**src/rtl/idct4_reduce.sv**
```systemverilog
module idct4_reduce (
  input  logic               clk,
  input  logic               rst_n,
  input  logic               in_valid,
  output logic               in_ready,
  input  logic signed [15:0] in_coef,
  input  logic signed [15:0] in_quant,
  output logic               out_valid,
  output logic [7:0]         out_pix,
  output logic               out_last
);

  typedef enum logic [1:0] {LOAD, COLS, ROWS, EMIT} st_t;

  st_t                st;
  logic [5:0]         cnt;
  logic [1:0]         nz;
  logic signed [15:0] deq  [64];
  logic signed [15:0] ws   [32];
  logic [7:0]         pbuf [16];
  logic signed [15:0] bx   [8];
  logic signed [31:0] bo   [4];
  logic signed [31:0] prod;
  logic [127:0]       bres;
  logic               ac_hit;

  function automatic logic [127:0] bfly(input logic signed [15:0] x0, x1, x2, x3, x5, x6, x7);
    logic signed [31:0] t0, t2, e10, e12, p0, p2;
    t0  = 32'(x0) <<< 14;
    t2  = 32'(x2) * 32'sd15137 - 32'(x6) * 32'sd6270;
    e10 = t0 + t2;
    e12 = t0 - t2;
    p0  = 32'(x1) * 32'sd8697 - 32'(x3) * 32'sd17799 + 32'(x5) * 32'sd11893 - 32'(x7) * 32'sd1730;
    p2  = 32'(x1) * 32'sd20995 + 32'(x3) * 32'sd7373 - 32'(x5) * 32'sd4926 - 32'(x7) * 32'sd4176;
    return {e10 + p2, e12 + p0, e12 - p0, e10 - p2};
  endfunction

  function automatic logic signed [15:0] rnd12(input logic signed [31:0] s);
    logic signed [32:0] w;
    w = (33'(s) + 33'sd2048) >>> 12;
    return w[15:0];
  endfunction

  function automatic logic [7:0] pix(input logic signed [31:0] s);
    logic signed [32:0] v;
    v = ((33'(s) + 33'sd262144) >>> 19) + 33'sd128;
    if (v < 33'sd0) return 8'd0;
    else if (v > 33'sd255) return 8'd255;
    else return v[7:0];
  endfunction

  assign in_ready  = (st == LOAD);
  assign out_valid = (st == EMIT);
  assign out_last  = out_valid && (cnt == 6'd15);
  assign out_pix   = pbuf[cnt[3:0]];
  assign prod      = in_coef * in_quant;
  assign ac_hit    = (in_coef != 16'sd0) && (cnt[5:3] != 3'd0) && (cnt[5:3] != 3'd4);

  always_comb begin
    for (int k = 0; k < 8; k++)
      bx[k] = (st == ROWS) ? ws[{cnt[1:0], 3'(k)}] : deq[{3'(k), cnt[2:0]}];
  end

  assign bres = bfly(bx[0], bx[1], bx[2], bx[3], bx[5], bx[6], bx[7]);

  always_comb begin
    for (int i = 0; i < 4; i++)
      bo[i] = bres[127 - 32*i -: 32];
  end

  always_ff @(posedge clk) begin
    if (st == LOAD && in_valid)
      deq[cnt] <= prod[15:0];
    if (st == COLS)
      for (int i = 0; i < 4; i++)
        ws[{2'(i), cnt[2:0]}] <= nz[cnt[2]] ? rnd12(bo[i]) : (deq[{3'd0, cnt[2:0]}] <<< 2);
    if (st == ROWS)
      for (int i = 0; i < 4; i++)
        pbuf[{cnt[1:0], 2'(i)}] <= pix(bo[i]);
  end

  always_ff @(posedge clk or negedge rst_n) begin
    if (!rst_n) begin
      st  <= LOAD;
      cnt <= '0;
      nz  <= '0;
    end else begin
      case (st)
        LOAD: if (in_valid) begin
          if (cnt == 6'd0) nz <= '0;
          else if (ac_hit) nz[cnt[2]] <= 1'b1;
          cnt <= cnt + 6'd1;
          if (cnt == 6'd63) st <= COLS;
        end
        COLS: begin
          cnt <= (cnt == 6'd7) ? 6'd0 : cnt + 6'd1;
          if (cnt == 6'd7) st <= ROWS;
        end
        ROWS: begin
          cnt <= (cnt == 6'd3) ? 6'd0 : cnt + 6'd1;
          if (cnt == 6'd3) st <= EMIT;
        end
        default: begin
          cnt <= (cnt == 6'd15) ? 6'd0 : cnt + 6'd1;
          if (cnt == 6'd15) st <= LOAD;
        end
      endcase
    end
  end


  last_with_valid_chk: assert property (@(posedge clk) disable iff (!rst_n) out_last |-> out_valid);

  burst_unbroken_chk: assert property (@(posedge clk) disable iff (!rst_n) (out_valid && !out_last) |=> out_valid);

  reopen_after_last_chk: assert property (@(posedge clk) disable iff (!rst_n) out_last |=> (in_ready && !out_valid));

  stop_after_full_chk: assert property (@(posedge clk) disable iff (!rst_n)
    (in_valid && in_ready && cnt == 6'd63) |=> !in_ready);

  no_overlap_chk: assert property (@(posedge clk) disable iff (!rst_n) !(in_ready && out_valid));

endmodule

```
**config.mk**
```make
export PLATFORM = sky130hd
export DESIGN_NAME = idct4_reduce
export DESIGN_NICKNAME = d
export VERILOG_FILES = /design/src/rtl/idct4_reduce.sv
export SDC_FILE = /design/constraint.sdc
export NUM_CORES = 2
export LEC_CHECK = 0
export ABC_AREA = 0
export BUFFER_PORTS_ARGS = -buffer_cell sky130_fd_sc_hd__buf_2
export CAP_MARGIN = 20
export CORE_ASPECT_RATIO = 0.7
export CORE_MARGIN = 1.5
export CORE_UTILIZATION = 45
export CTS_CLUSTER_DIAMETER = 100
export DETAILED_ROUTE_END_ITERATION = 10
export GPL_TIMING_DRIVEN = 0
export PLACE_DENSITY_LB_ADDON = 0.3
export SETUP_SLACK_MARGIN = 0.05
export SLEW_MARGIN = 40
export SYNTH_ARGS = -nofsm -noshare
export SYNTH_HDL_FRONTEND = slang
export SYNTH_SLANG_ARGS = --single-unit
```
**constraint.sdc**
```tcl
create_clock -name clk -period 17.27 [get_ports clk]
set_clock_uncertainty 0.1 [all_clocks]
set_input_delay 2.5905 -clock clk [delete_from_list [all_inputs] [get_ports clk]]
set_output_delay 2.5905 -clock clk [all_outputs]
set_load 0.01 [all_outputs]
```
==> Word level (Yosys, flattened, before mapping) <==
Memories as Yosys holds them, arrays and structs flattened.
Index checks and enable logic that the tools add are counted.
{ "classes": {"mul": 11, "magnitude_cmp": 10, "add_sub_neg": 26, "n_reduce_logical": 13, "mux": 46, "eq_ne": 12, "bitwise": 1} }
{ "op_table": {"columns": ["cell", "count"], "rows": [
  ["$mux W16", 11],
  ["$add A32 B20 Y33 const B", 4],
  ["$add A28 B13 Y28 const B", 4],
  ["$mux W8", 12],
  ["$mul A16 B15 Y31 const B", 3],
  ["$add A32 B32 Y32", 2],
  ["$mul A16 B16 Y32 const B", 2],
  ["$sub A32 B30 Y32", 2],
  ["$sub A32 B32 Y32", 2],
  ["$add A14 B9 Y15 const B", 4],
  ["$gt A15 B9 Y1 const B", 4],
  ["$lt A15 B1 Y1 const B", 4],
  ["$mul A16 B13 Y29 const B", 2],
  ["$add A30 B32 Y32", 1],
  ["$add A32 B30 Y32", 1],
  ["$add A32 B31 Y32", 1],
  ["$sub A30 B32 Y32", 1],
  ["$sub A31 B30 Y32", 1],
  ["$sub A31 B32 Y32", 1],
  ["$sub A32 B28 Y32", 1],
  ["$mul A16 B14 Y30 const B", 1],
  ["$mul A16 B11 Y27 const B", 1],
  ["$mul A16 B10 Y26 const B", 1],
  ["$mux W6", 4],
  ["28 further kinds", 49]
]} }
{ "word_totals": {"ram_bits": 1664, "word_cells": 125, "input_bits": 35, "mem_count": 3, "out_inout_bits": 11, "regBits": 10} }
{ "memory_table": {"columns": ["memory", "depth", "word_bits", "read_ports", "rd_clocked_by_memory_dff", "write_ports", "line", "text"], "rows": [
  ["deq", 64, 16, 7, 0, 1, "18", "logic signed [15:0] deq [64];"],
  ["ws", 32, 16, 7, 0, 4, "19", "logic signed [15:0] ws [32];"],
  ["pbuf", 16, 8, 1, 0, 4, "20", "logic [7:0] pbuf [16];"]
]} }

==> Depth between registers and ports, before layout <==
{ "logic_depth": {"word_depth": 13, "mapped_depth": 77, "mapped_depth_nobuf": 70} }

==> Worst setup path after synthesis <==
Ideal clock, no wire load.
{ "synth_timing": {"path_kind": "reg-to-reg", "from": "register cnt[0]", "to": "memory pbuf[0][0] (data pin)", "setup_time_ps": 304, "arrival_ps": 17271, "slack_ps": -405, "path_buffers": 7, "required_time_ps": 16866, "path_stages_with_launch": 69, "synth_period_minus_slack_ps": 17675, "cell_sequence": "dfrtp_1 -> buf_1 -> buf_1 -> clkbuf_1 -> buf_1 -> clkbuf_1 -> buf_1 -> mux4_2 -> nor2_1 -> a41oi_1 -> fa_1 -> fa_1 -> ha_1 -> inv_1 -> fa_1 -> inv_1 -> fa_1 -> ha_1 -> [... 33 more ...] -> nor2_1 -> nor2_1 -> nand2_1 -> or4b_1 -> and3_1 -> nor3_1 -> and3_1 -> or2_2 -> clkbuf_1 -> inv_1 -> ha_1 -> nor4_1 -> a31oi_1 -> a311oi_1 -> and4_1 -> a31oi_1 -> o21ai_1 -> a21oi_1"} }
{ "synth_lines": {"columns": ["item", "line", "text"], "rows": [
  ["from (decl)", "16", "logic [5:0] cnt;"],
  ["from (signal assigned)", "92", "cnt <= cnt + 6'd1;"],
  ["from (signal assigned)", "96", "cnt <= (cnt == 6'd7) ? 6'd0 : cnt + 6'd1;"],
  ["from (signal assigned)", "100", "cnt <= (cnt == 6'd3) ? 6'd0 : cnt + 6'd1;"],
  ["to (decl)", "20", null]
]} }

==> results.md <==
* Hpwl dp at between 300 and 400 mm
* Final setup fails at 0
* Count of flip-flops with a built-in enable after synthesis at 1,472
* Vias/cell at between 5 and 6
* Hold/Removal Path Class: register to register
* Max-cap viol count at 0
* Hold slack at around 0.46 ns
* Fillers at about 21,000
* Die X at approximately 600 microns
* CTS tree: done
* Pre-antenna DRT Iters at 6
* Post-route ant nets at 0
* R2r setup slk at roughly 0.30 ns
* Outcome: complete, no violations
* Share of layout cells above drive strength 1 at 16.6%
* Post-CTS Hold Fix Bufs at 0
* Critical Path Source Type: register
* Post-synthesis cell type count at between 100 and 150
* Ys flop type: edfxtp_1
* Global Route Usage Sum at roughly a third
* Yosys reg bits at approximately 1,500
* Slowest-stage cell, CP: or4b_4
* Initial Util at between 40% and 50%
* DRT iter0 DRCs at around 11,000
* Global-route wire length before repair at about 570 mm
* Row cnt at between 150 and 200
* Mapped Area at approximately 110,000 sq um
* Synth Area per Inst at roughly 12 sq um
* Worst R2R End: pbuf[0][3]
* Synth-to-layout area growth at 17.4%
* Critical Path End Type: register
* Wirelength, routed at between 400 and 500 mm
* Die Area at 252,000 sq um
* DRC violations left at 0
* Crit-path max FO at 10
* Critical path type: register to register
* Yosys top cell area share at 39.4%
* Initial antenna violation count at 25
* Core footprint at ~250,000 sq um
* CP required at between 15 and 20 ns
* Num CTS Buffers at 120
* Largest stage delay, worst path at 0.57 ns
* Crit share post-route at between 90 and 100%
* Vias at roughly 79,000
* Seq/Total Area, Yosys at 39.6%
* Relative slew slack at 33.2%
* Clock Path Buffers at 3
* Cells after Synth at 9,233
* Crit path launch: cnt[0]
* Worst Path Arrival at between 15 and 20 ns
* Yosys warns at 0
* CP Capture Point: pbuf[0][3]
* I/O pin count at 46
* Routability cong. at 1.04
* Most frequent cell on the critical path: fa_1
* Clock slew at reported path FFs at 0.07 ns
* Final min period at approximately 17 ns
* Sink Count at around 1,500
* Final slew viol count at 0
* Die height at about 420 microns
* Final Hold Vio Count at 0
* CTS root buffer: clkbuf_16
* # nets final at ~12,000
* Reg2reg start: cnt[0]
* Largest net degree at the start of global routing at 50
* Fraction of registers with async set/reset at less than 1%
* Routed length per placed instance at just over 30 microns
* H-tree depth at 3
* Worst-Margin Slew at ~1 ns
* Number of global-route vias before repair at approximately 76,000
* Worst-Skew Late Latency at 0.82 ns
* Max Fclk at between 50 and 60 MHz
* RSZ-0062 raised after global routing: yes
* Largest cells by area after synthesis: edfxtp_1 (39%), fa_1 (18%), ha_1 (13%), inv_1 (6.2%), xnor2_1 (2.8%)
* R2R depth at between 60 and 70
* Synth area leader: edfxtp_1
* Port bufs at 39
* GRT overflow at 0
-- worst min-delay path by stage --
stage | depth (start not counted) | start | end | slack, ns
final | 1 | nz[0] | nz[0] | 0.46
after global routing | 1 | nz[0] | nz[0] | 0.49
after CTS | 1 | nz[0] | nz[0] | 0.46
after detailed placement | 1 | nz[0] | nz[0] | 0.45
after global placement | 1 | nz[0] | nz[0] | 0.43
after floorplan | 1 | nz[0] | nz[0] | 0.40
-- cell usage after synthesis (all sizes together), types with 50 or more instances --
master	n
a21oi	315
nor2	351
nor3	85
ha	1200
o41ai	60
o21bai	66
a21o	63
xor2	142
a22oi	215
nand2	320
a221oi	64
edfxtp	1472
xnor2	356
mux4	114
clkbuf	189
nand2b	96
fa	1027
a31oi	50
o21ai	190
buf	63
a22o	182
nand3	85
and2	88
inv	1854
-- worst max-delay path, delay by kind of cell, from the launching register on --
family                     cells  cell delay (ns)
AOI/OAI and AO/OA             14             2.36
buffers and inverters         21             2.92
DFF                            1             0.53
and+or+nand+nor               15             2.75
xor gates and xnor gates       2             0.37
adders and majority gates     17             7.56
-- cells in the final DEF (no fill, tap or decap), types with 118 or more instances in the layout --
cell type	synthesis	final
inv_1	1852	1816
o21ai_0	184	122
a22o_1	182	182
nand2_1	320	313
edfxtp_1	1472	1472
xor2_1	142	118
xnor2_1	356	295
clkbuf_16	0	128
fa_1	1027	1011
nor2_1	351	270
a21oi_1	313	221
ha_1	1200	1156
buf_4	0	288
a22oi_1	215	214
-- through the flow --
step | std cells | util, % | TNS (ns) | setup WS, ns | area (sq um)
2_1_floorplan | 9234 | - | 0 | 0.0641 | 112000
3_3_place_gp | 12600 | 47.0 | -2457.21 | -7.06 | 117000
3_5_place_dp | 12900 | 49.2 | -1061.95 | -4.63 | 122000
4_1_cts | 13200 | 51.9 | 0 | 0.0541 | 129000
5_1_grt | 13300 | 53.1 | -7.15 | -0.126 | 132000
6_report | 13300 | 53.1 | 0 | 0.302 | 132000
-- cell families (layout without fill, tap and decap cells) --
group,count (synthesis),count (layout),share of synthesized area (%)
flip-flops,1482,1482,39.6
multiplexers,156,156,2.68
AND/OR/NAND/NOR,1291,1291,5.69
adder cells (fa/ha/maj),2227,2227,31.7
XOR/XNOR,500,500,3.93
other,2,17,0.00670
AO/OA/AOI/OAI,1467,1467,9.29
buffers and inverters,2108,2838,7.06
-- flip-flops by register name, indices dropped and copies added (netlist names) --
signal	count
deq	896
cnt	6
pbuf	128
nz	2
ws	448
st	2
-- cell type report --
type	count	area [sq um]	share of cell area [%]
multi-input cells	5644	64300	48.8
flip-flops and latches	1482	44500	33.7
well taps	3332	4170	3.16
clock buffers	138	3070	2.33
diodes	14	35.0	0.0266
clock inverters	80	828	0.629
plain buffers	228	2020	1.53
repair buffers	536	5760	4.37
inverters	1856	7070	5.36
-- layer usage --
layer  wire, microns  GRT usage (%)
met5             935          0.733
met4           16200           10.2
met3           69200           14.9
met2          153000           40.4
met1          169000           47.9
-- timing repair --
action | 4_1_cts | 5_1_grt
cloned | 0 | 5
pin swaps | 64 | 145
buffers inserted | 71 | 129
setup endpoints to repair | 478 | 219
hold endpoints to repair | 0 | 0
gates resized for setup | 539 | 391
Power is left out: the tool's default activity adds up to more than one toggle a clock period on the data nets, which glitch-free logic cannot reach.
